==> config.mk <==
export PLATFORM = sky130hd
export DESIGN_NAME = seg_xlate
export DESIGN_NICKNAME = d
export VERILOG_FILES = /design/src/rtl/seg_xlate_pkg.sv /design/src/rtl/seg_table.sv /design/src/rtl/seg_check.sv /design/src/rtl/seg_xlate_ctrl.sv /design/src/rtl/seg_xlate.sv
export SDC_FILE = /design/constraint.sdc
export NUM_CORES = 1
export LEC_CHECK = 0
export BUFFER_PORTS_ARGS = -buffer_cell sky130_fd_sc_hd__buf_4
export CELL_PAD_IN_SITES_DETAIL_PLACEMENT = 1
export CELL_PAD_IN_SITES_GLOBAL_PLACEMENT = 1
export CORE_MARGIN = 5
export CORE_UTILIZATION = 59
export DETAILED_ROUTE_END_ITERATION = 10
export PLACE_DENSITY = 0.85
export SETUP_SLACK_MARGIN = 0.4
export SYNTH_ARGS = -nofsm -noshare
export SYNTH_HDL_FRONTEND = slang
export SYNTH_SLANG_ARGS = --single-unit
==> constraint.sdc <==
create_clock -name clk -period 10.3 [get_ports clk]
set_input_delay 1.03 -clock clk [delete_from_list [all_inputs] [get_ports clk]]
set_output_delay 1.03 -clock clk [all_outputs]
set_load 0.1 [all_outputs]
==> src/rtl/seg_xlate_pkg.sv <==
package seg_xlate_pkg;

    typedef enum logic [1:0] {
        FLT_NONE     = 2'd0,
        FLT_MISSING  = 2'd1,
        FLT_OVERFLOW = 2'd2,
        FLT_PROTECT  = 2'd3
    } fault_e;

    typedef enum logic [1:0] {
        ACC_READ  = 2'd0,
        ACC_WRITE = 2'd1,
        ACC_EXEC  = 2'd2,
        ACC_RSVD  = 2'd3
    } access_e;

    localparam int RIGHTS_W = 3;

endpackage

==> src/rtl/seg_table.sv <==
module seg_table #(
    parameter int SEG_W  = 4,
    parameter int LEN_W  = 17,
    parameter int PA_W   = 24,
    parameter int RGT_W  = 3
) (
    input  logic             clk,
    input  logic             rst_n,
    input  logic             wr_en,
    input  logic [SEG_W-1:0] wr_idx,
    input  logic             wr_present,
    input  logic [RGT_W-1:0] wr_rights,
    input  logic [LEN_W-1:0] wr_len,
    input  logic [PA_W-1:0]  wr_base,
    input  logic [SEG_W-1:0] rd_idx,
    output logic             rd_present,
    output logic [RGT_W-1:0] rd_rights,
    output logic [LEN_W-1:0] rd_len,
    output logic [PA_W-1:0]  rd_base
);
    localparam int NSEG = 1 << SEG_W;

    logic [NSEG-1:0]  present_q;
    logic [RGT_W-1:0] rights_q [NSEG];
    logic [LEN_W-1:0] len_q    [NSEG];
    logic [PA_W-1:0]  base_q   [NSEG];

    // Residency flags are the only reset state; other fields are don't-care while absent.
    always_ff @(posedge clk or negedge rst_n) begin
        if (!rst_n) begin
            present_q <= '0;
        end else if (wr_en) begin
            present_q[wr_idx] <= wr_present;
        end
    end

    always_ff @(posedge clk) begin
        if (wr_en) begin
            rights_q[wr_idx] <= wr_rights;
            len_q[wr_idx]    <= wr_len;
            base_q[wr_idx]   <= wr_base;
        end
    end

    // Read is combinational from stored state: a same-cycle write is not forwarded.
    assign rd_present = present_q[rd_idx];
    assign rd_rights  = rights_q[rd_idx];
    assign rd_len     = len_q[rd_idx];
    assign rd_base    = base_q[rd_idx];

    // a write lands in the addressed descriptor at the next edge
    p_write_lands_r9: assert property (@(posedge clk) disable iff (!rst_n)
        wr_en |=> (present_q[$past(wr_idx)] == $past(wr_present))
               && (base_q[$past(wr_idx)] == $past(wr_base))
               && (len_q[$past(wr_idx)] == $past(wr_len)));

endmodule

==> src/rtl/seg_check.sv <==
module seg_check
    import seg_xlate_pkg::*;
#(
    parameter int DISP_W = 16,
    parameter int LEN_W  = 17,
    parameter int PA_W   = 24,
    parameter int RGT_W  = 3
) (
    input  logic              present,
    input  logic [RGT_W-1:0]  rights,
    input  logic [LEN_W-1:0]  seg_len,
    input  logic [PA_W-1:0]   base,
    input  logic [DISP_W-1:0] disp,
    input  logic [1:0]        access,
    output logic [1:0]        fault,
    output logic [PA_W-1:0]   paddr
);
    localparam int NKIND = 3;

    logic             beyond;
    logic [NKIND-1:0] kind_ok;
    logic             allowed;
    fault_e           cause;

    // Equal-to-length counts as out of bounds: valid offsets are 0 .. len-1.
    assign beyond = {{(LEN_W-DISP_W){1'b0}}, disp} >= seg_len;

    // One permission decode per defined access kind; the reserved kind matches none.
    for (genvar k = 0; k < NKIND; k++) begin : g_kind
        assign kind_ok[k] = (access == 2'(k)) && rights[k];
    end
    assign allowed = |kind_ok;

    always_comb begin
        if (!present) begin
            cause = FLT_MISSING;
        end else if (beyond) begin
            cause = FLT_OVERFLOW;
        end else if (!allowed) begin
            cause = FLT_PROTECT;
        end else begin
            cause = FLT_NONE;
        end
    end

    assign fault = cause;
    assign paddr = (cause == FLT_NONE) ? (base + {{(PA_W-DISP_W){1'b0}}, disp}) : '0;

endmodule

==> src/rtl/seg_xlate_ctrl.sv <==
module seg_xlate_ctrl #(
    parameter int PA_W = 24
) (
    input  logic            clk,
    input  logic            rst_n,
    input  logic            req_valid,
    input  logic [1:0]      fault_in,
    input  logic [PA_W-1:0] paddr_in,
    output logic            out_valid,
    output logic [1:0]      out_fault,
    output logic [PA_W-1:0] out_paddr
);
    typedef enum logic {
        CT_IDLE    = 1'b0,
        CT_DELIVER = 1'b1
    } ct_state_e;

    ct_state_e state_q, state_d;

    always_ff @(posedge clk or negedge rst_n) begin
        if (!rst_n) begin
            state_q <= CT_IDLE;
        end else begin
            state_q <= state_d;
        end
    end

    always_comb begin
        state_d = state_q;
        unique case (state_q)
            CT_IDLE:    if (req_valid)  state_d = CT_DELIVER;
            CT_DELIVER: if (!req_valid) state_d = CT_IDLE;
            default:    state_d = CT_IDLE;
        endcase
    end

    always_ff @(posedge clk or negedge rst_n) begin
        if (!rst_n) begin
            out_fault <= '0;
            out_paddr <= '0;
        end else if (req_valid) begin
            out_fault <= fault_in;
            out_paddr <= paddr_in;
        end else begin
            out_fault <= '0;
            out_paddr <= '0;
        end
    end

    assign out_valid = (state_q == CT_DELIVER);

    // result strobe tracks the request one cycle later
    p_valid_after_req_r2: assert property (@(posedge clk) disable iff (!rst_n)
        req_valid |=> out_valid);
    p_quiet_after_idle_r2: assert property (@(posedge clk) disable iff (!rst_n)
        !req_valid |=> !out_valid);
    // a faulted result never carries an address
    p_fault_no_addr_r8: assert property (@(posedge clk) disable iff (!rst_n)
        (out_valid && out_fault != 2'd0) |-> out_paddr == '0);

endmodule

==> src/rtl/seg_xlate.sv <==
module seg_xlate #(
    parameter int SEG_W  = 4,
    parameter int DISP_W = 16,
    parameter int PA_W   = 24
) (
    input  logic              clk,
    input  logic              rst_n,
    input  logic              req_valid,
    input  logic [SEG_W-1:0]  req_seg,
    input  logic [DISP_W-1:0] req_disp,
    input  logic [1:0]        req_access,
    input  logic              wr_en,
    input  logic [SEG_W-1:0]  wr_seg,
    input  logic              wr_present,
    input  logic [2:0]        wr_rights,
    input  logic [DISP_W:0]   wr_len,
    input  logic [PA_W-1:0]   wr_base,
    output logic              out_valid,
    output logic [1:0]        out_fault,
    output logic [PA_W-1:0]   out_paddr
);
    import seg_xlate_pkg::*;

    localparam int LEN_W = DISP_W + 1;

    logic                rd_present;
    logic [RIGHTS_W-1:0] rd_rights;
    logic [LEN_W-1:0]    rd_len;
    logic [PA_W-1:0]     rd_base;
    logic [1:0]          chk_fault;
    logic [PA_W-1:0]     chk_paddr;

    seg_table #(
        .SEG_W (SEG_W),
        .LEN_W (LEN_W),
        .PA_W  (PA_W),
        .RGT_W (RIGHTS_W)
    ) table_i (
        .clk        (clk),
        .rst_n      (rst_n),
        .wr_en      (wr_en),
        .wr_idx     (wr_seg),
        .wr_present (wr_present),
        .wr_rights  (wr_rights),
        .wr_len     (wr_len),
        .wr_base    (wr_base),
        .rd_idx     (req_seg),
        .rd_present (rd_present),
        .rd_rights  (rd_rights),
        .rd_len     (rd_len),
        .rd_base    (rd_base)
    );

    seg_check #(
        .DISP_W (DISP_W),
        .LEN_W  (LEN_W),
        .PA_W   (PA_W),
        .RGT_W  (RIGHTS_W)
    ) check_i (
        .present (rd_present),
        .rights  (rd_rights),
        .seg_len (rd_len),
        .base    (rd_base),
        .disp    (req_disp),
        .access  (req_access),
        .fault   (chk_fault),
        .paddr   (chk_paddr)
    );

    seg_xlate_ctrl #(
        .PA_W (PA_W)
    ) ctrl_i (
        .clk       (clk),
        .rst_n     (rst_n),
        .req_valid (req_valid),
        .fault_in  (chk_fault),
        .paddr_in  (chk_paddr),
        .out_valid (out_valid),
        .out_fault (out_fault),
        .out_paddr (out_paddr)
    );

    // an absent descriptor always reports the missing code
    p_missing_first_r4: assert property (@(posedge clk) disable iff (!rst_n)
        (req_valid && !rd_present) |=> out_fault == 2'd1);
    // resident but out of bounds reports overflow
    p_no_overflow_r5: assert property (@(posedge clk) disable iff (!rst_n)
        (req_valid && rd_present && ({1'b0, req_disp} >= rd_len)) |=> out_fault == 2'd2);
    // the reserved access kind on an in-bounds resident segment is a protection fault
    p_reserved_kind_r6: assert property (@(posedge clk) disable iff (!rst_n)
        (req_valid && rd_present && ({1'b0, req_disp} < rd_len) && req_access == 2'd3)
            |=> out_fault == 2'd3);
    // no result strobe while reset is applied
    always_comb begin
        if (!rst_n) begin
            a_reset_quiet_r1: assert (!out_valid);
        end
    end

endmodule

======== Yosys cells after proc, flatten, opt, wreduce, memory -nomap -nowiden ========
Memory sizes are Yosys's and may differ from the RTL's.
Cells that the tools add are included.
storage, ports and cells
  flip-flop bits (word level) ............. 43
  bits in writable memories ............... 704
  input bits .............................. 75
  memories kept ........................... 3
operators by class
  $add $sub $neg .......................... 1
  order comparisons ....................... 4
  equality and inequality tests ........... 2
  multiplexer cells ....................... 14
  reduce and logical (&&, ||, !) cells .... 7
memory list
  name              depth  bits a word  read ports  clocked after memory_dff  wr ports  line             text
  table_i.base_q    16     24           1           0                         1         seg_table.sv:26  logic [PA_W-1:0] base_q [NSEG];
  table_i.len_q     16     17           1           0                         1         seg_table.sv:25  logic [LEN_W-1:0] len_q [NSEG];
  table_i.rights_q  16     3            1           0                         1         seg_table.sv:24  logic [RGT_W-1:0] rights_q [NSEG];
operators with widths
  cell                                                                                 number
  24-bit 2-to-1 mux                                                                    2
  24-bit by 16-bit adder with 24-bit output                                            1
  16-bit by 17-bit greater-or-equal comparator with 1-bit output                       1
  16-bit bitwise mux                                                                   1
  4-bit by 5-bit < comparator with 1-bit output, second input constant                 2
  2-bit 2-to-1 mux                                                                     4
  1-bit 2-to-1 mux                                                                     5
  1-bit binary-select mux with 4-bit select                                            1
  1-bit demux with 4-bit select                                                        1
  4-bit by 1-bit greater-or-equal comparator with 1-bit output, second input constant  1
  1-bit logical AND                                                                    4
  2-bit zero test                                                                      2
  3-bit OR reduction                                                                   1
  2-bit by 1-bit equality test with 1-bit output, second input constant                1
  2-bit equality test, second input constant                                           1

======== Depth between registers and ports, before layout ========
Gate-level depths: netlist (run 1).
  depth in word-level cells ............... 9
  gate-level depth with buffers ........... 17

======== Cells and area by module ========
Synthesis (run 1) repeated with hierarchy kept, for this count alone.
unflattened totals
  cell total of the unflattened synthesis .. 1424
  area total of the unflattened synthesis .. 29834.9 sq um
modules (own cells, without submodules)
  module          instances  cells each  area an instance (sq um)  seq. area each (sq um)
  seg_table       1          1138        27425.1                   21540.7
  seg_check       1          231         1524.0                    0.0
  seg_xlate_ctrl  1          55          885.8                     675.6

======== Least setup slack after synthesis (run 1) ========
No wires, ideal clock.
  path kind ............................... input to register
  start ................................... input port wr_seg[3]
  end ..................................... register table_i.present_q[0]
  library setup time ...................... 0.080 ns
  data arrival time ....................... 5.178 ns
  required time ........................... 10.220 ns
  path slack .............................. 5.042 ns
  stages on the path ...................... 3
  path buffers ............................ 0
  cell sequence ........................... or3b_2 nor3_1 mux2_2
between the ends
  cells in the longest elaborated chain, start to end .. 5
  elaborated cells on any way between the ends .. 6
  classes of those cells .................. order compare (2); mux (3); reduce/logical (1)
RTL lines
  item                                                                                                                                                 line             text
  start, declared                                                                                                                                      seg_xlate.sv:13  input logic [SEG_W-1:0] wr_seg,
  4-bit by 5-bit < comparator with 1-bit output (not written as such) or 4-bit by 1-bit greater-or-equal comparator with 1-bit output (tied branches)  seg_table.sv:33  present_q[wr_idx] <= wr_present;
  1-bit logical AND (not written as such)                                                                                                              seg_table.sv:33
  1-bit 2-to-1 mux (not written as such)                                                                                                               seg_table.sv:33
  1-bit demux with 4-bit select (*)                                                                                                                    n/a
  16-bit bitwise mux (*)                                                                                                                               seg_table.sv:33
  end signal, assigned by index                                                                                                                        seg_table.sv:33
  end, declared                                                                                                                                        seg_table.sv:23  logic [NSEG-1:0] present_q;
Every way passes the cells marked *; elsewhere a longest branch is shown, timed or not.
A chain may end at the register's enable or synchronous reset.

======== Final worst setup path (run 1) ========
  start ................................... input port req_seg[0]
  end ..................................... register ctrl_i.out_paddr[20]
between the ends
  cells in the longest elaborated chain, start to end .. 9
  elaborated cells on any way between the ends .. 17
  classes of those cells .................. add/sub (1); order compare (1); mux (7); reduce/logical (5); memory (3)
RTL lines
  item                                                                             line                  text
  start, declared                                                                  seg_xlate.sv:9        input logic [SEG_W-1:0] req_seg,
  parallel branches: the longest is 7 deep, another holds memory read 16 x 17 bit  n/a
  24-bit 2-to-1 mux (*)                                                            seg_check.sv:47       assign paddr = (cause == FLT_NONE) ? (base + {{(PA_W-DISP_W){1'b0}}, disp}) : '0;
  24-bit 2-to-1 mux (*)                                                            seg_xlate_ctrl.sv:41  end else if (req_valid) begin
  end signal, assigned                                                             seg_xlate_ctrl.sv:43  out_paddr <= paddr_in;
  end, declared                                                                    seg_xlate_ctrl.sv:11  output logic [PA_W-1:0] out_paddr
Mark *: on every way between the ends. The select of a mux whose other input is x is not followed.

==> results of run 1 <==
==> power by group through the flow <==
| stage | Combinational [mW] | Sequential [mW] | Clock [mW] |
|---|---|---|---|
| finish | 0.571 | 3.43 | 2.78 |
| global route | 0.597 | 3.44 | 2.96 |
| CTS | 0.568 | 3.43 | 2.80 |
| detailed placement | 0.545 | 3.49 | 0 |
| global placement | 0.516 | 3.48 | 0 |
| floorplan | 0.302 | 3.54 | 0 |
==> worst max-delay path by stage <==
stage	cells past startpoint	endpoint	slack, ns
after global routing	13	ctrl_i.out_paddr[2]	4.79
after CTS	13	ctrl_i.out_paddr[2]	5.02
after global placement	13	ctrl_i.out_paddr[6]	4.71
after detailed placement	13	ctrl_i.out_paddr[2]	4.63
final	12	ctrl_i.out_paddr[20]	5.00
after floorplan	3	table_i.present_q[0]	5.04
==> critical path: cells and delay by family <==
family / cells / cell delay [ns]
buffers and inverters: 2 / 0.94
multiplexers: 2 / 1.13
adder cells (fa/ha/maj): 1 / 0.39
AND/OR/NAND/NOR: 2 / 0.80
AO/OA/AOI/OAI: 5 / 1.31
==> registers in the layout (all words and copies together), names as in the netlist <==
register	count
ctrl_i.out_fault	2
ctrl_i.out_paddr	24
ctrl_i.out_valid	1
table_i.base_q	384
table_i.len_q	272
table_i.present_q	16
table_i.rights_q	48
==> cell usage in the layout (no fill, tap or decap), drive strengths merged, types with 8 or more instances in the layout <==
master and n:
nand2 26, mux4 216, edfxtp 704, clkbuf 97
clkinv 28, mux2 18, bufinv 8, a21oi 13
nor2 43, o21ai 23, mux2i 8, dfrtp 43
buf 122, inv 26, ha 32, a22oi 9
nor3 13
==> synthesized netlist by cell type (5+ instances only) <==
cell type and number:
sky130_fd_sc_hd__buf_1 13, sky130_fd_sc_hd__nor2b_1 6, sky130_fd_sc_hd__nor2_1 42, sky130_fd_sc_hd__nor3_1 9
sky130_fd_sc_hd__xnor2_1 5, sky130_fd_sc_hd__a21oi_1 11, sky130_fd_sc_hd__mux2_2 18, sky130_fd_sc_hd__edfxtp_1 704
sky130_fd_sc_hd__xor2_1 6, sky130_fd_sc_hd__nor3b_1 6, sky130_fd_sc_hd__a21boi_0 6, sky130_fd_sc_hd__o21ai_0 21
sky130_fd_sc_hd__buf_2 14, sky130_fd_sc_hd__a22oi_1 9, sky130_fd_sc_hd__clkbuf_1 9, sky130_fd_sc_hd__ha_1 32
sky130_fd_sc_hd__inv_1 26, sky130_fd_sc_hd__mux4_2 200, sky130_fd_sc_hd__buf_4 11, sky130_fd_sc_hd__mux4_1 16
sky130_fd_sc_hd__nand2_1 23, sky130_fd_sc_hd__dfrtp_1 43, sky130_fd_sc_hd__mux2i_1 8, sky130_fd_sc_hd__nand3_1 6
sky130_fd_sc_hd__buf_6 6
==> stage by stage <==
step                      cells  utilization  instance area, um2
after floorplan            1318            -               29600
after global placement     2056        0.625               31100
after detailed placement   2056        0.625               31100
after CTS                  2190        0.674               33600
after global routing       2190        0.674               33600
final                      2190        0.674               33600
==> logic make-up after synthesis <==
group | share of synthesized area
AND/OR/NAND/NOR | 0.0227
adder cells (fa/ha/maj) | 0.0142
XOR/XNOR | 0.00325
multiplexers | 0.176
buffers and inverters | 0.0152
AO/OA/AOI/OAI | 0.0181
flip-flops | 0.751
==> final cells by class <==
cell class | count | area (um2) | area share
Sequential cell | 747 | 22200 | 0.661
Multi-Input combinational cell | 489 | 7040 | 0.209
Clock inverter | 37 | 368 | 0.0109
Timing Repair Buffer | 122 | 952 | 0.0283
Clock buffer | 97 | 2100 | 0.0624
Tap cell | 672 | 841 | 0.0250
Inverter | 26 | 97.6 | 0.00290
==> layer usage <==
metal | wire (um) | share of wire | global-route usage | vias up
met1 | 28900 | 0.37 | 0.391 | 7944
met5 | 113 | 0.0014 | 0.0116 | -
met4 | 2920 | 0.037 | 0.107 | 6
met2 | 39000 | 0.50 | 0.475 | 991
met3 | 7120 | 0.091 | 0.0687 | 185
li1 | - | - | - | 5846
==> reports/qor.json, run 1 <==
{
  "status": {
    "run_status": "complete, no violations"
  },
  "routing": {
    "drt_pre_antenna_iters": 7,
    "wire_per_inst_um": 35.7,
    "ant_nets": 0,
    "drt-initial-drc-count": 2024,
    "drt_drc_violations_left": 0,
    "vias_per_cell": 6.84,
    "drt-total-wl_um": 78100,
    "dr_total_vias": 14972
  },
  "floorplanning": {
    "initial_utilization": 0.594,
    "die_h_um": 234,
    "design.die.area_um2": 54700,
    "core-area_um2": 49900,
    "num_rows": 82,
    "die_w_um": 234,
    "boundary_pins": 102
  },
  "global_routing": {
    "grt_use_total": 0.291,
    "grt_pass1_vias": 16067,
    "grt_start_max_net_pins": 106,
    "grt_first_pass_wirelength_um": 112000,
    "antenna_violations_before_repair": 2,
    "grt.overflow.total": 0
  },
  "finish": {
    "area_delta_synth_final_pct": 13.6,
    "final_layout_size_suffix_gt1_frac": 0.314,
    "final.fill_count": 3940,
    "antenna_cell_count": 0,
    "fin_nets": 1568
  },
  "critical_path": {
    "cp_cell_sequence": "buf_8, buf_12, mux4_2, mux4_2, ha_1, nor2b_1, o31a_1, a21oi_1, a31oi_1, o21ai_0, or3_1, a21oi_2",
    "crit-reg2reg-launch": "table_i.len_q[6][6]",
    "critical_path_peak_fanout": 103,
    "critPathArrivalTime_ns": 5.82,
    "timing.reg2reg.setup_slack_ns": 6.27,
    "timing.critical_path.to_type": "flop",
    "worst-r2r-cell-count": 11,
    "timing.critical_path.slowest_cell_delay_ns": 0.62,
    "setup_crit_start": "req_seg[0]",
    "critical_path.most_common_cell": "sky130_fd_sc_hd__mux4_2",
    "critPathKind": "input pin to flop",
    "cp.required_ns": 10.82,
    "timing.critical_path.slowest_stage_cell": "sky130_fd_sc_hd__buf_12",
    "critical_path.reg2reg.endpoint": "ctrl_i.out_paddr[2]",
    "critical_path.startpoint_type": "input pin"
  },
  "timing": {
    "setup_violations": 0,
    "max_slew_margin": 0.304,
    "grt_setup_unrepaired": "false",
    "drv_slew": 0,
    "finalSetupTns_ns": 0,
    "period_needed_ns": 5.30,
    "skew_ns": 0.0180,
    "timing_hold_violations_final": 0,
    "final.period_utilization": 0.515,
    "hold_slack_ns": 0.419,
    "timing.final.ws_setup_ns": 5.00,
    "worstMarginPinSlew_ns": 1.04,
    "max_clock_freq_mhz": 189
  },
  "synth": {
    "ys_seq_elements": 747,
    "synth_seq_area_share": 0.751,
    "synth_top_flop_cell": "sky130_fd_sc_hd__edfxtp_1",
    "synthesis.yosys.warnings": 0,
    "post_synth_instance_area_um2": 29600,
    "mappedNetlistNets": 1426,
    "synthesis.area_per_instance_um2": 22.5,
    "asyncSetResetFlopFracSynth": 0.0576,
    "yosysTopAreaCell": "sky130_fd_sc_hd__edfxtp_1",
    "synth_edf_count": 704,
    "synth_area_leaders": "sky130_fd_sc_hd__edfxtp_1 71%, sky130_fd_sc_hd__mux4_2 15%, sky130_fd_sc_hd__dfrtp_1 3.6%",
    "synth_top_area_frac": 0.714,
    "post_synth_inst_count": 1318,
    "netlist-cell-type-count": 65
  },
  "placed_design": {
    "hpwlAfterDp_um": 38400,
    "finalWeightedCongestion": 0.830,
    "dp_worst_setup_slack_ns": 4.63,
    "place.port_buffers": 101
  },
  "power_and_ir_drop": {
    "switching_share": 0.226,
    "internal_power_mw": 5.25,
    "power_frac_clock": 0.410,
    "share_comb_of_total_power": 0.084,
    "pwr-share-seq": 0.506,
    "cellPowerDensity_nw_per_um2": 202,
    "vdd_ir_drop_max_mv": 0.138,
    "power.switching_mw": 1.53,
    "report.power.total_mw": 6.78,
    "power.leakage_nw": 11.1
  },
  "clocking": {
    "root_buffer": "sky130_fd_sc_hd__clkbuf_16",
    "cts_sinks": 747,
    "post-cts-setup-buffer-count": 0,
    "tritoncts": "yes",
    "max-clock-path-buffers": 3,
    "clk_latency_ns": 0.61,
    "post_cts_resize_count": 0,
    "cts-buffers-inserted": 74,
    "hold_buf_cts": 0,
    "cts_htree_levels": 3,
    "clkSlewWorstSetupHoldPaths_ns": 0.07
  },
  "job": {
    "maxCapViolations": 0
  },
  "min_path": {
    "min_delay_worst_type": "input pin to asynchronous set/reset pin"
  }
}
Power figures use the tool's default switching activity.
==> inputs of run 2 (changes only) <==
--- a/config.mk
+++ b/config.mk
@@ -9,9 +9,9 @@
 export CELL_PAD_IN_SITES_DETAIL_PLACEMENT = 1
 export CELL_PAD_IN_SITES_GLOBAL_PLACEMENT = 1
 export CORE_MARGIN = 5
-export CORE_UTILIZATION = 59
+export CORE_UTILIZATION = 55
 export DETAILED_ROUTE_END_ITERATION = 10
-export PLACE_DENSITY = 0.85
+export PLACE_DENSITY = 0.8
 export SETUP_SLACK_MARGIN = 0.4
 export SYNTH_ARGS = -nofsm -noshare
 export SYNTH_HDL_FRONTEND = slang
==> constraint.sdc (replaced) <==
create_clock -name clk -period 5.5 [get_ports clk]
set_input_delay 0.55 -clock clk [delete_from_list [all_inputs] [get_ports clk]]
set_output_delay 0.55 -clock clk [all_outputs]
set_load 0.1 [all_outputs]
==> run 2 against run 1 <==
Compared with the run above:
- core utilization is 4.2 points lower
- sequential power is 87% higher
- clock power is 85% higher
- sequential share of layout area is 0.47 points lower
==> reports/qor.json, run 2 (synthesis results as in run 1) <==
{
  "placed_design": {
    "finalWeightedCongestion": {"value": 0.812, "change": "-2.2%"},
    "hpwlAfterDp": {"value": 42900, "unit": "um", "change": "+12%"},
    "dp_worst_setup_slack": {"value": 0.676, "unit": "ns", "change": "-3.95 ns"},
    "place.port_buffers": {"value": 101, "change": "unchanged"},
    "cell_area_after_placement": {"value": 31400, "unit": "um2", "change": "+0.76%"}
  },
  "routing": {
    "drt-initial-drc-count": {"value": 1708, "change": "-16%"},
    "drt-total-wl": {"value": 74700, "unit": "um", "change": "-4.4%"},
    "vias_per_cell": {"value": 6.52, "change": "-4.7%"},
    "wire_per_inst": {"value": 33.3, "unit": "um", "change": "-6.5%"},
    "dr_total_vias": {"value": 14595, "change": "-2.5%"},
    "ant_nets": {"value": 0, "change": "unchanged"},
    "drt_pre_antenna_iters": {"value": 5, "change": "-2"},
    "drt_drc_violations_left": {"value": 0, "change": "unchanged"}
  },
  "critical_path": {
    "worst-r2r-cell-count": {"value": 11, "change": "unchanged"},
    "timing.critical_path.to_type": "flop",
    "crit-reg2reg-launch": "table_i.len_q[3][7]",
    "critical_path.reg2reg.endpoint": "ctrl_i.out_paddr[10]",
    "critPathKind": "input pin to flop",
    "critical_path_peak_fanout": {"value": 55, "change": "-47%"},
    "critical_path.startpoint_type": "input pin",
    "timing.reg2reg.setup_slack": {"value": 1.69, "unit": "ns", "change": "-4.58 ns"},
    "cp.required": {"value": 5.96, "unit": "ns", "change": "-4.86 ns"},
    "critPathArrivalTime": {"value": 4.63, "unit": "ns", "change": "-1.19 ns"}
  },
  "power_and_ir_drop": {
    "switching_share": {"value": 0.219, "change": "-0.00698"},
    "power.leakage": {"value": 11.2, "unit": "nW", "change": "+1.1%"},
    "report.power.total": {"value": 12.6, "unit": "mW", "change": "+86%"},
    "vdd_ir_drop_max": {"value": 0.205, "unit": "mV", "change": "+49%"},
    "power_frac_clock": {"value": 0.407, "change": "-0.003"},
    "internal_power": {"value": 9.85, "unit": "mW", "change": "+88%"},
    "pwr-share-seq": {"value": 0.509, "change": "+0.003"},
    "share_comb_of_total_power": {"value": 0.084, "change": "about the same"},
    "power.switching": {"value": 2.77, "unit": "mW", "change": "+80%"},
    "cellPowerDensity": {"value": 373, "unit": "nW/um2", "change": "+85%"}
  },
  "clocking": {
    "hold_buf_cts": {"value": 1, "change": "+1"},
    "cts_htree_levels": {"value": 3, "change": "unchanged"},
    "root_buffer": "sky130_fd_sc_hd__clkbuf_16",
    "tritoncts": "yes",
    "cts_sinks": {"value": 747, "change": "unchanged"},
    "post_cts_resize_count": {"value": 0, "change": "unchanged"},
    "clkSlewWorstSetupHoldPaths": {"value": 0.06, "unit": "ns", "change": "about the same"},
    "clk_latency": {"value": 0.61, "unit": "ns", "change": "about the same"},
    "post-cts-setup-buffer-count": {"value": 0, "change": "unchanged"},
    "max-clock-path-buffers": {"value": 3, "change": "unchanged"},
    "cts-buffers-inserted": {"value": 73, "change": "-1.4%"}
  },
  "global_routing": {
    "grt_util_met3": {"value": 0.0501, "change": "-0.0186"},
    "grt_pass1_vias": {"value": 15819, "change": "-1.5%"},
    "grt.overflow.total": {"value": 0, "change": "unchanged"},
    "antenna_violations_before_repair": {"value": 3, "change": "+1"},
    "top_usage_layer": "met2",
    "grt_use_total": {"value": 0.258, "change": "-0.0337"},
    "met1_track_demand_over_resource": {"value": 0.361, "change": "-0.0305"},
    "grtUsageMet2": {"value": 0.425, "change": "-0.0500"},
    "grt_first_pass_wirelength": {"value": 110000, "unit": "um", "change": "-1.7%"},
    "grt_start_max_net_pins": {"value": 56, "change": "-47%"}
  },
  "finish": {
    "layout_commonest_cell": "sky130_fd_sc_hd__edfxtp_1",
    "top_library_cells_by_usage_in_the_layout_fill_and_taps_aside": "704 x sky130_fd_sc_hd__edfxtp_1, 200 x sky130_fd_sc_hd__mux4_2, 140 x sky130_fd_sc_hd__buf_4",
    "largest_register_ffs": {"value": 384, "change": "unchanged"},
    "postLayoutCellArea": {"value": 33900, "unit": "um2", "change": "+0.72%"},
    "area_delta_synth_final_pct": 14.4,
    "max_flop_register": "table_i.base_q",
    "top_regs": "table_i.base_q (384), table_i.len_q (272), table_i.rights_q (48)",
    "fin_nets": {"value": 1592, "change": "+1.5%"},
    "final_layout_size_suffix_gt1_frac": {"value": 0.326, "change": "+0.0120"}
  },
  "min_path": {
    "min_delay_worst_type": "input pin to flop",
    "hold_crit_endpoint": "ctrl_i.out_valid",
    "worstHoldStart": "req_valid",
    "hold_path_depth": 1
  },
  "floorplanning": {
    "design.die.area": {"value": 58600, "unit": "um2", "change": "+7.0%"},
    "die_h": {"value": 242, "unit": "um", "change": "+3.4%"},
    "boundary_pins": {"value": 102, "change": "unchanged"},
    "initial_utilization": {"value": 0.552, "change": "-0.0414"},
    "core-area": {"value": 53600, "unit": "um2", "change": "+7.5%"},
    "num_rows": {"value": 85, "change": "+3.7%"},
    "die_w": {"value": 242, "unit": "um", "change": "+3.4%"}
  },
  "timing": {
    "max_slew_margin": {"value": 0.173, "change": "-0.131"},
    "worstMarginPinSlew": {"value": 1.24, "unit": "ns", "change": "+0.193 ns"},
    "timing.final.ws_setup": {"value": 1.33, "unit": "ns", "change": "-3.67 ns"},
    "max_clock_freq_mhz": 240,
    "drv_slew": {"value": 0, "change": "unchanged"},
    "grt_setup_unrepaired": "false",
    "finalSetupTns": {"value": 0, "unit": "ns", "change": "unchanged"},
    "setup_violations": {"value": 0, "change": "unchanged"},
    "period_needed_ns": 4.17,
    "hold_slack": {"value": 0.102, "unit": "ns", "change": "-0.317 ns"},
    "final.period_utilization": 0.758,
    "skew": {"value": 0.0208, "unit": "ns", "change": "+0.00276 ns"},
    "timing_hold_violations_final": {"value": 0, "change": "unchanged"}
  },
  "job": {
    "maxCapViolations": {"value": 0, "change": "unchanged"}
  },
  "status": {
    "run_status": "complete, no violations"
  }
}
## run 2: cell count changes in the layout (fill, tap and decap cells not counted), moves of 2 or more
| cell | change |
|---|---|
| sky130_fd_sc_hd__buf_12 | +2 |
| sky130_fd_sc_hd__buf_4 | +22 |
| sky130_fd_sc_hd__clkbuf_1 | +4 |
| sky130_fd_sc_hd__clkbuf_16 | -2 |
| sky130_fd_sc_hd__clkinv_1 | -7 |
## run 2: how the worst max path moves through the flow
stage	end	startpoint	cells after the start	slack (ns)
2_1_floorplan	table_i.present_q[0]	wr_seg[3]	3	0.72
3_3_place_gp	ctrl_i.out_paddr[19]	req_seg[0]	12	0.87
6_report	ctrl_i.out_paddr[19]	req_seg[0]	12	1.33
5_1_grt	ctrl_i.out_paddr[20]	req_seg[0]	12	1.04
3_5_place_dp	ctrl_i.out_paddr[19]	req_seg[0]	12	0.68
4_1_cts	ctrl_i.out_paddr[10]	req_seg[0]	13	1.27
## run 2: power by group through the flow
stage / sequential (mW) / clock (mW) / combinational [mW]
after global placement: 6.52 / 0 / 0.991
after CTS: 6.42 / 5.21 / 1.06
after global routing: 6.43 / 5.51 / 1.12
final: 6.42 / 5.13 / 1.06
after floorplan: 6.63 / 0 / 0.566
after detailed placement: 6.54 / 0 / 1.04
## run 2: cell type report
cell class | instances | area (um2)
antenna | 1 | 2.50
clock buffer | 100 | 2080
clock inverter | 33 | 384
fill | 4366 | 19700
inverter | 26 | 97.6
multi-input combinational | 489 | 7040
sequential | 747 | 22200
tap | 696 | 871
timing repair buffer | 147 | 1170
## run 2: worst max-delay path, stage by stage
cell and delay [ns]:
sky130_fd_sc_hd__buf_8 0.42, sky130_fd_sc_hd__buf_4 0.40, sky130_fd_sc_hd__mux4_2 0.54, sky130_fd_sc_hd__mux4_2 0.59, sky130_fd_sc_hd__ha_1 0.34, sky130_fd_sc_hd__a211oi_1 0.34, sky130_fd_sc_hd__o21ai_0 0.26, sky130_fd_sc_hd__a31o_2 0.33
sky130_fd_sc_hd__o21ai_0 0.37, sky130_fd_sc_hd__nor2_1 0.11, sky130_fd_sc_hd__xnor2_1 0.20, sky130_fd_sc_hd__nor2_1 0.07
## run 2: metal layers
layer	routed length, um	part of all wire
met4	1780	0.024
met5	36	0.00048
met3	6250	0.084
met1	29000	0.39
met2	37600	0.50
## run 2: stage by stage
stage / cells / util
finish: 2239 / 0.632
floorplan: 1318 / -
CTS: 2238 / 0.632
global route: 2238 / 0.632
detailed placement: 2104 / 0.586
global placement: 2104 / 0.586
==> inputs of run 3 (changes only) <==
--- a/config.mk
+++ b/config.mk
@@ -9,9 +9,9 @@
 export CELL_PAD_IN_SITES_DETAIL_PLACEMENT = 1
 export CELL_PAD_IN_SITES_GLOBAL_PLACEMENT = 1
 export CORE_MARGIN = 5
-export CORE_UTILIZATION = 55
+export CORE_UTILIZATION = 50
 export DETAILED_ROUTE_END_ITERATION = 10
-export PLACE_DENSITY = 0.8
+export PLACE_DENSITY = 0.77
 export SETUP_SLACK_MARGIN = 0.4
 export SYNTH_ARGS = -nofsm -noshare
 export SYNTH_HDL_FRONTEND = slang
==> constraint.sdc (replaced) <==
create_clock -name clk -period 3.56 [get_ports clk]
set_input_delay 0.356 -clock clk [delete_from_list [all_inputs] [get_ports clk]]
set_output_delay 0.356 -clock clk [all_outputs]
set_load 0.1 [all_outputs]
==> run 3 against run 2 <==
Compared with the run above:
- the flow now finishes with violations (setup timing)
- via count up 2.5%
- sequential power up 55%
- non-clock buffer count up 99
- sequential share of layout area down 2.6 points
- core utilization down 3.2 points
- final cell count up 8.2%
- routed wire length up 3.1%
- clock power up 58%
- worst hold slack worse by 0.061 ns
- first-iteration DRC count down 7.7%
- largest cell class unchanged
==> reports/qor.json, run 3 (synthesis results as in run 1) <==
{
  "timing": {
    "final.period_utilization": 1.00,
    "drv_slew": {"value": 0, "change": "unchanged"},
    "max_slew_margin": {"value": 0.310, "change": "+0.137"},
    "timing.final.ws_setup": {"value": -0.00798, "unit": "ns", "change": "-1.34 ns"},
    "skew": {"value": 0.0274, "unit": "ns", "change": "+0.00661 ns"},
    "timing_hold_violations_final": {"value": 0, "change": "unchanged"},
    "grt_setup_unrepaired": "true",
    "period_needed_ns": 3.57,
    "setup_violations": {"value": 3, "change": "+3"},
    "max_clock_freq_mhz": 280,
    "worstMarginPinSlew": {"value": 1.03, "unit": "ns", "change": "-0.205 ns"}
  },
  "power_and_ir_drop": {
    "pwr-share-seq": {"value": 0.499, "change": "-0.010"},
    "vdd_ir_drop_max": {"value": 0.333, "unit": "mV", "change": "+62%"},
    "switching_share": {"value": 0.223, "change": "+0.00424"},
    "power.switching": {"value": 4.45, "unit": "mW", "change": "+61%"},
    "power_frac_clock": {"value": 0.407, "change": "about the same"},
    "internal_power": {"value": 15.5, "unit": "mW", "change": "+57%"},
    "power.leakage": {"value": 11.9, "unit": "nW", "change": "+5.7%"},
    "share_comb_of_total_power": {"value": 0.094, "change": "+0.010"},
    "report.power.total": {"value": 19.9, "unit": "mW", "change": "+58%"},
    "cellPowerDensity": {"value": 565, "unit": "nW/um2", "change": "+52%"}
  },
  "floorplanning": {
    "initial_utilization": {"value": 0.503, "change": "-0.0488"},
    "boundary_pins": {"value": 102, "change": "unchanged"},
    "die_h": {"value": 253, "unit": "um", "change": "+4.7%"},
    "num_rows": {"value": 89, "change": "+4.7%"},
    "core-area": {"value": 58800, "unit": "um2", "change": "+9.7%"},
    "design.die.area": {"value": 64200, "unit": "um2", "change": "+9.6%"},
    "die_w": {"value": 253, "unit": "um", "change": "+4.7%"}
  },
  "routing": {
    "dr_total_vias": {"value": 14953, "change": "+2.5%"},
    "ant_nets": {"value": 0, "change": "unchanged"},
    "wire_per_inst": {"value": 31.8, "unit": "um", "change": "-4.7%"},
    "drt_drc_violations_left": {"value": 0, "change": "unchanged"},
    "vias_per_cell": {"value": 6.17, "change": "-5.3%"},
    "drt_pre_antenna_iters": {"value": 5, "change": "unchanged"},
    "drt-total-wl": {"value": 76900, "unit": "um", "change": "+3.1%"},
    "drt-initial-drc-count": {"value": 1577, "change": "-7.7%"}
  },
  "finish": {
    "final_layout_size_suffix_gt1_frac": {"value": 0.384, "change": "+0.0579"},
    "top_library_cells_by_usage_in_the_layout_fill_and_taps_aside": "704 x sky130_fd_sc_hd__edfxtp_1, 213 x sky130_fd_sc_hd__buf_4, 200 x sky130_fd_sc_hd__mux4_2",
    "seqCellArea": {"value": 22200, "unit": "um2", "change": "unchanged"},
    "max_flop_register": "table_i.base_q",
    "layout_commonest_cell": "sky130_fd_sc_hd__edfxtp_1",
    "final-instance-count-excl-fill": {"value": 2422, "change": "+8.2%"},
    "top_regs": "table_i.base_q (384), table_i.len_q (272), table_i.rights_q (48)",
    "final.fill_count": {"value": 4902, "change": "+12%"},
    "largest_register_ffs": {"value": 384, "change": "unchanged"},
    "area_delta_synth_final_pct": 19.0,
    "fin_nets": {"value": 1695, "change": "+6.5%"},
    "multi_input_area": {"value": 7220, "unit": "um2", "change": "+2.5%"}
  },
  "critical_path": {
    "cp.required": {"value": 4.11, "unit": "ns", "change": "-1.85 ns"},
    "critPathKind": "flop to flop",
    "critPathArrivalTime": {"value": 4.12, "unit": "ns", "change": "-0.51 ns"},
    "timing.reg2reg.setup_slack": {"value": -0.008, "unit": "ns", "change": "-1.70 ns"},
    "critical_path.reg2reg.endpoint": "ctrl_i.out_paddr[17]",
    "timing.critical_path.to_type": "flop",
    "critical_path.startpoint_type": "flop",
    "crit-reg2reg-launch": "table_i.len_q[7][2]",
    "worst-r2r-cell-count": {"value": 13, "change": "+2"},
    "critical_path_peak_fanout": {"value": 8, "change": "-85%"}
  },
  "clocking": {
    "tritoncts": "yes",
    "clkSlewWorstSetupHoldPaths": {"value": 0.06, "unit": "ns", "change": "about the same"},
    "cts_sinks": {"value": 747, "change": "unchanged"},
    "cts_htree_levels": {"value": 3, "change": "unchanged"},
    "clk_latency": {"value": 0.62, "unit": "ns", "change": "about the same"},
    "max-clock-path-buffers": {"value": 3, "change": "unchanged"},
    "root_buffer": "sky130_fd_sc_hd__clkbuf_16",
    "cts-buffers-inserted": {"value": 76, "change": "+4.1%"}
  },
  "global_routing": {
    "grt.overflow.total": {"value": 0, "change": "unchanged"},
    "met1_track_demand_over_resource": {"value": 0.334, "change": "-0.0268"},
    "grt_use_total": {"value": 0.243, "change": "-0.0148"},
    "grt_pass1_vias": {"value": 16090, "change": "+1.7%"},
    "antenna_violations_before_repair": {"value": 3, "change": "unchanged"},
    "grt_util_met3": {"value": 0.0532, "change": "+0.00312"},
    "top_usage_layer": "met2",
    "grt_start_max_net_pins": {"value": 46, "change": "-18%"},
    "grtUsageMet2": {"value": 0.393, "change": "-0.0322"},
    "grt_first_pass_wirelength": {"value": 112000, "unit": "um", "change": "+1.1%"}
  },
  "min_path": {
    "hold_path_depth": {"value": 1, "change": "unchanged"},
    "hold_crit_endpoint": "table_i.base_q[13][6]",
    "worstHoldStart": "wr_base[6]",
    "min_delay_worst_type": "input pin to flop"
  },
  "placed_design": {
    "hpwlAfterDp": {"value": 47100, "unit": "um", "change": "+9.8%"},
    "post-place-cells": {"value": 2277, "change": "+8.2%"},
    "finalWeightedCongestion": {"value": 0.837, "change": "+3.1%"},
    "place.port_buffers": {"value": 101, "change": "unchanged"}
  },
  "status": {
    "failed_checks": "setup timing",
    "run_status": "finished with violations"
  },
  "job": {
    "maxCapViolations": {"value": 0, "change": "unchanged"}
  }
}
[run 3: layout make-up]
| type | instances | share of cell area |
|---|---|---|
| inverters | 26 | 0.00277 |
| well taps | 773 | 0.0275 |
| clock buffers | 98 | 0.0584 |
| multi-input cells | 490 | 0.205 |
| repair buffers | 246 | 0.0624 |
| clock inverters | 41 | 0.0135 |
| diodes | 1 | 0.0000710 |
| flip-flops and latches | 747 | 0.631 |
[run 3: what timing repair did]
item	in CTS	in global routing
hold endpoints to repair	44	0
resized for setup	22	13
hold buffers	2	0
pin swaps	3	9
endpoints found under the setup margin	26	26
gates cloned	1	0
setup buffers	2	0
[run 3: metal layers]
metal | vias up | share of wire
li1 | 6110 | -
met1 | 7929 | 0.39
met2 | 757 | 0.49
met3 | 153 | 0.087
met4 | 4 | 0.033
met5 | - | 0.00039
[run 3: worst max path at each step]
stage,startpoint,end,cells after the start
5_1_grt,table_i.len_q[10][4],ctrl_i.out_paddr[20],13
3_3_place_gp,req_seg[0],ctrl_i.out_paddr[17],14
4_1_cts,table_i.len_q[13][6],ctrl_i.out_paddr[19],13
2_1_floorplan,req_seg[0],ctrl_i.out_paddr[10],17
3_5_place_dp,req_seg[0],ctrl_i.out_paddr[2],13
6_report,table_i.len_q[7][2],ctrl_i.out_paddr[17],13
[run 3: critical path: stages (launching register included)]
cell,delay [ns]
sky130_fd_sc_hd__edfxtp_1,0.38
sky130_fd_sc_hd__mux4_2,0.48
sky130_fd_sc_hd__mux4_2,0.46
sky130_fd_sc_hd__inv_1,0.11
sky130_fd_sc_hd__ha_1,0.24
sky130_fd_sc_hd__o21ai_1,0.18
sky130_fd_sc_hd__nand2_1,0.08
sky130_fd_sc_hd__a311o_1,0.39
sky130_fd_sc_hd__a2111o_1,0.49
sky130_fd_sc_hd__a21oi_4,0.19
sky130_fd_sc_hd__buf_12,0.14
sky130_fd_sc_hd__nand2_8,0.09
sky130_fd_sc_hd__buf_6,0.17
sky130_fd_sc_hd__nor2_1,0.11
[run 3: power groups by stage]
stage                     clock (mW)  sequential (mW)  combinational [mW]
after global routing            8.68             9.93                1.98
after CTS                       8.21             9.93                1.86
after detailed placement           0             10.1                1.79
final                           8.11             9.93                1.88
after floorplan                    0             10.2               0.904
after global placement             0             10.1                1.71
[run 3: through the flow]
step	TNS, ns	setup slack (ns)	hold WS, ns	utilization	cell area [um2]
6_report	-0.0140	-0.00798	0.0402	0.599	35200
5_1_grt	-0.888	-0.0961	0.0320	0.599	35200
2_1_floorplan	-4.10	-0.242	0.0604	-	29800
3_3_place_gp	-7.27	-0.373	0.377	0.553	32500
4_1_cts	0	0.0614	0.00710	0.598	35200
3_5_place_dp	-9.32	-0.503	0.394	0.553	32500
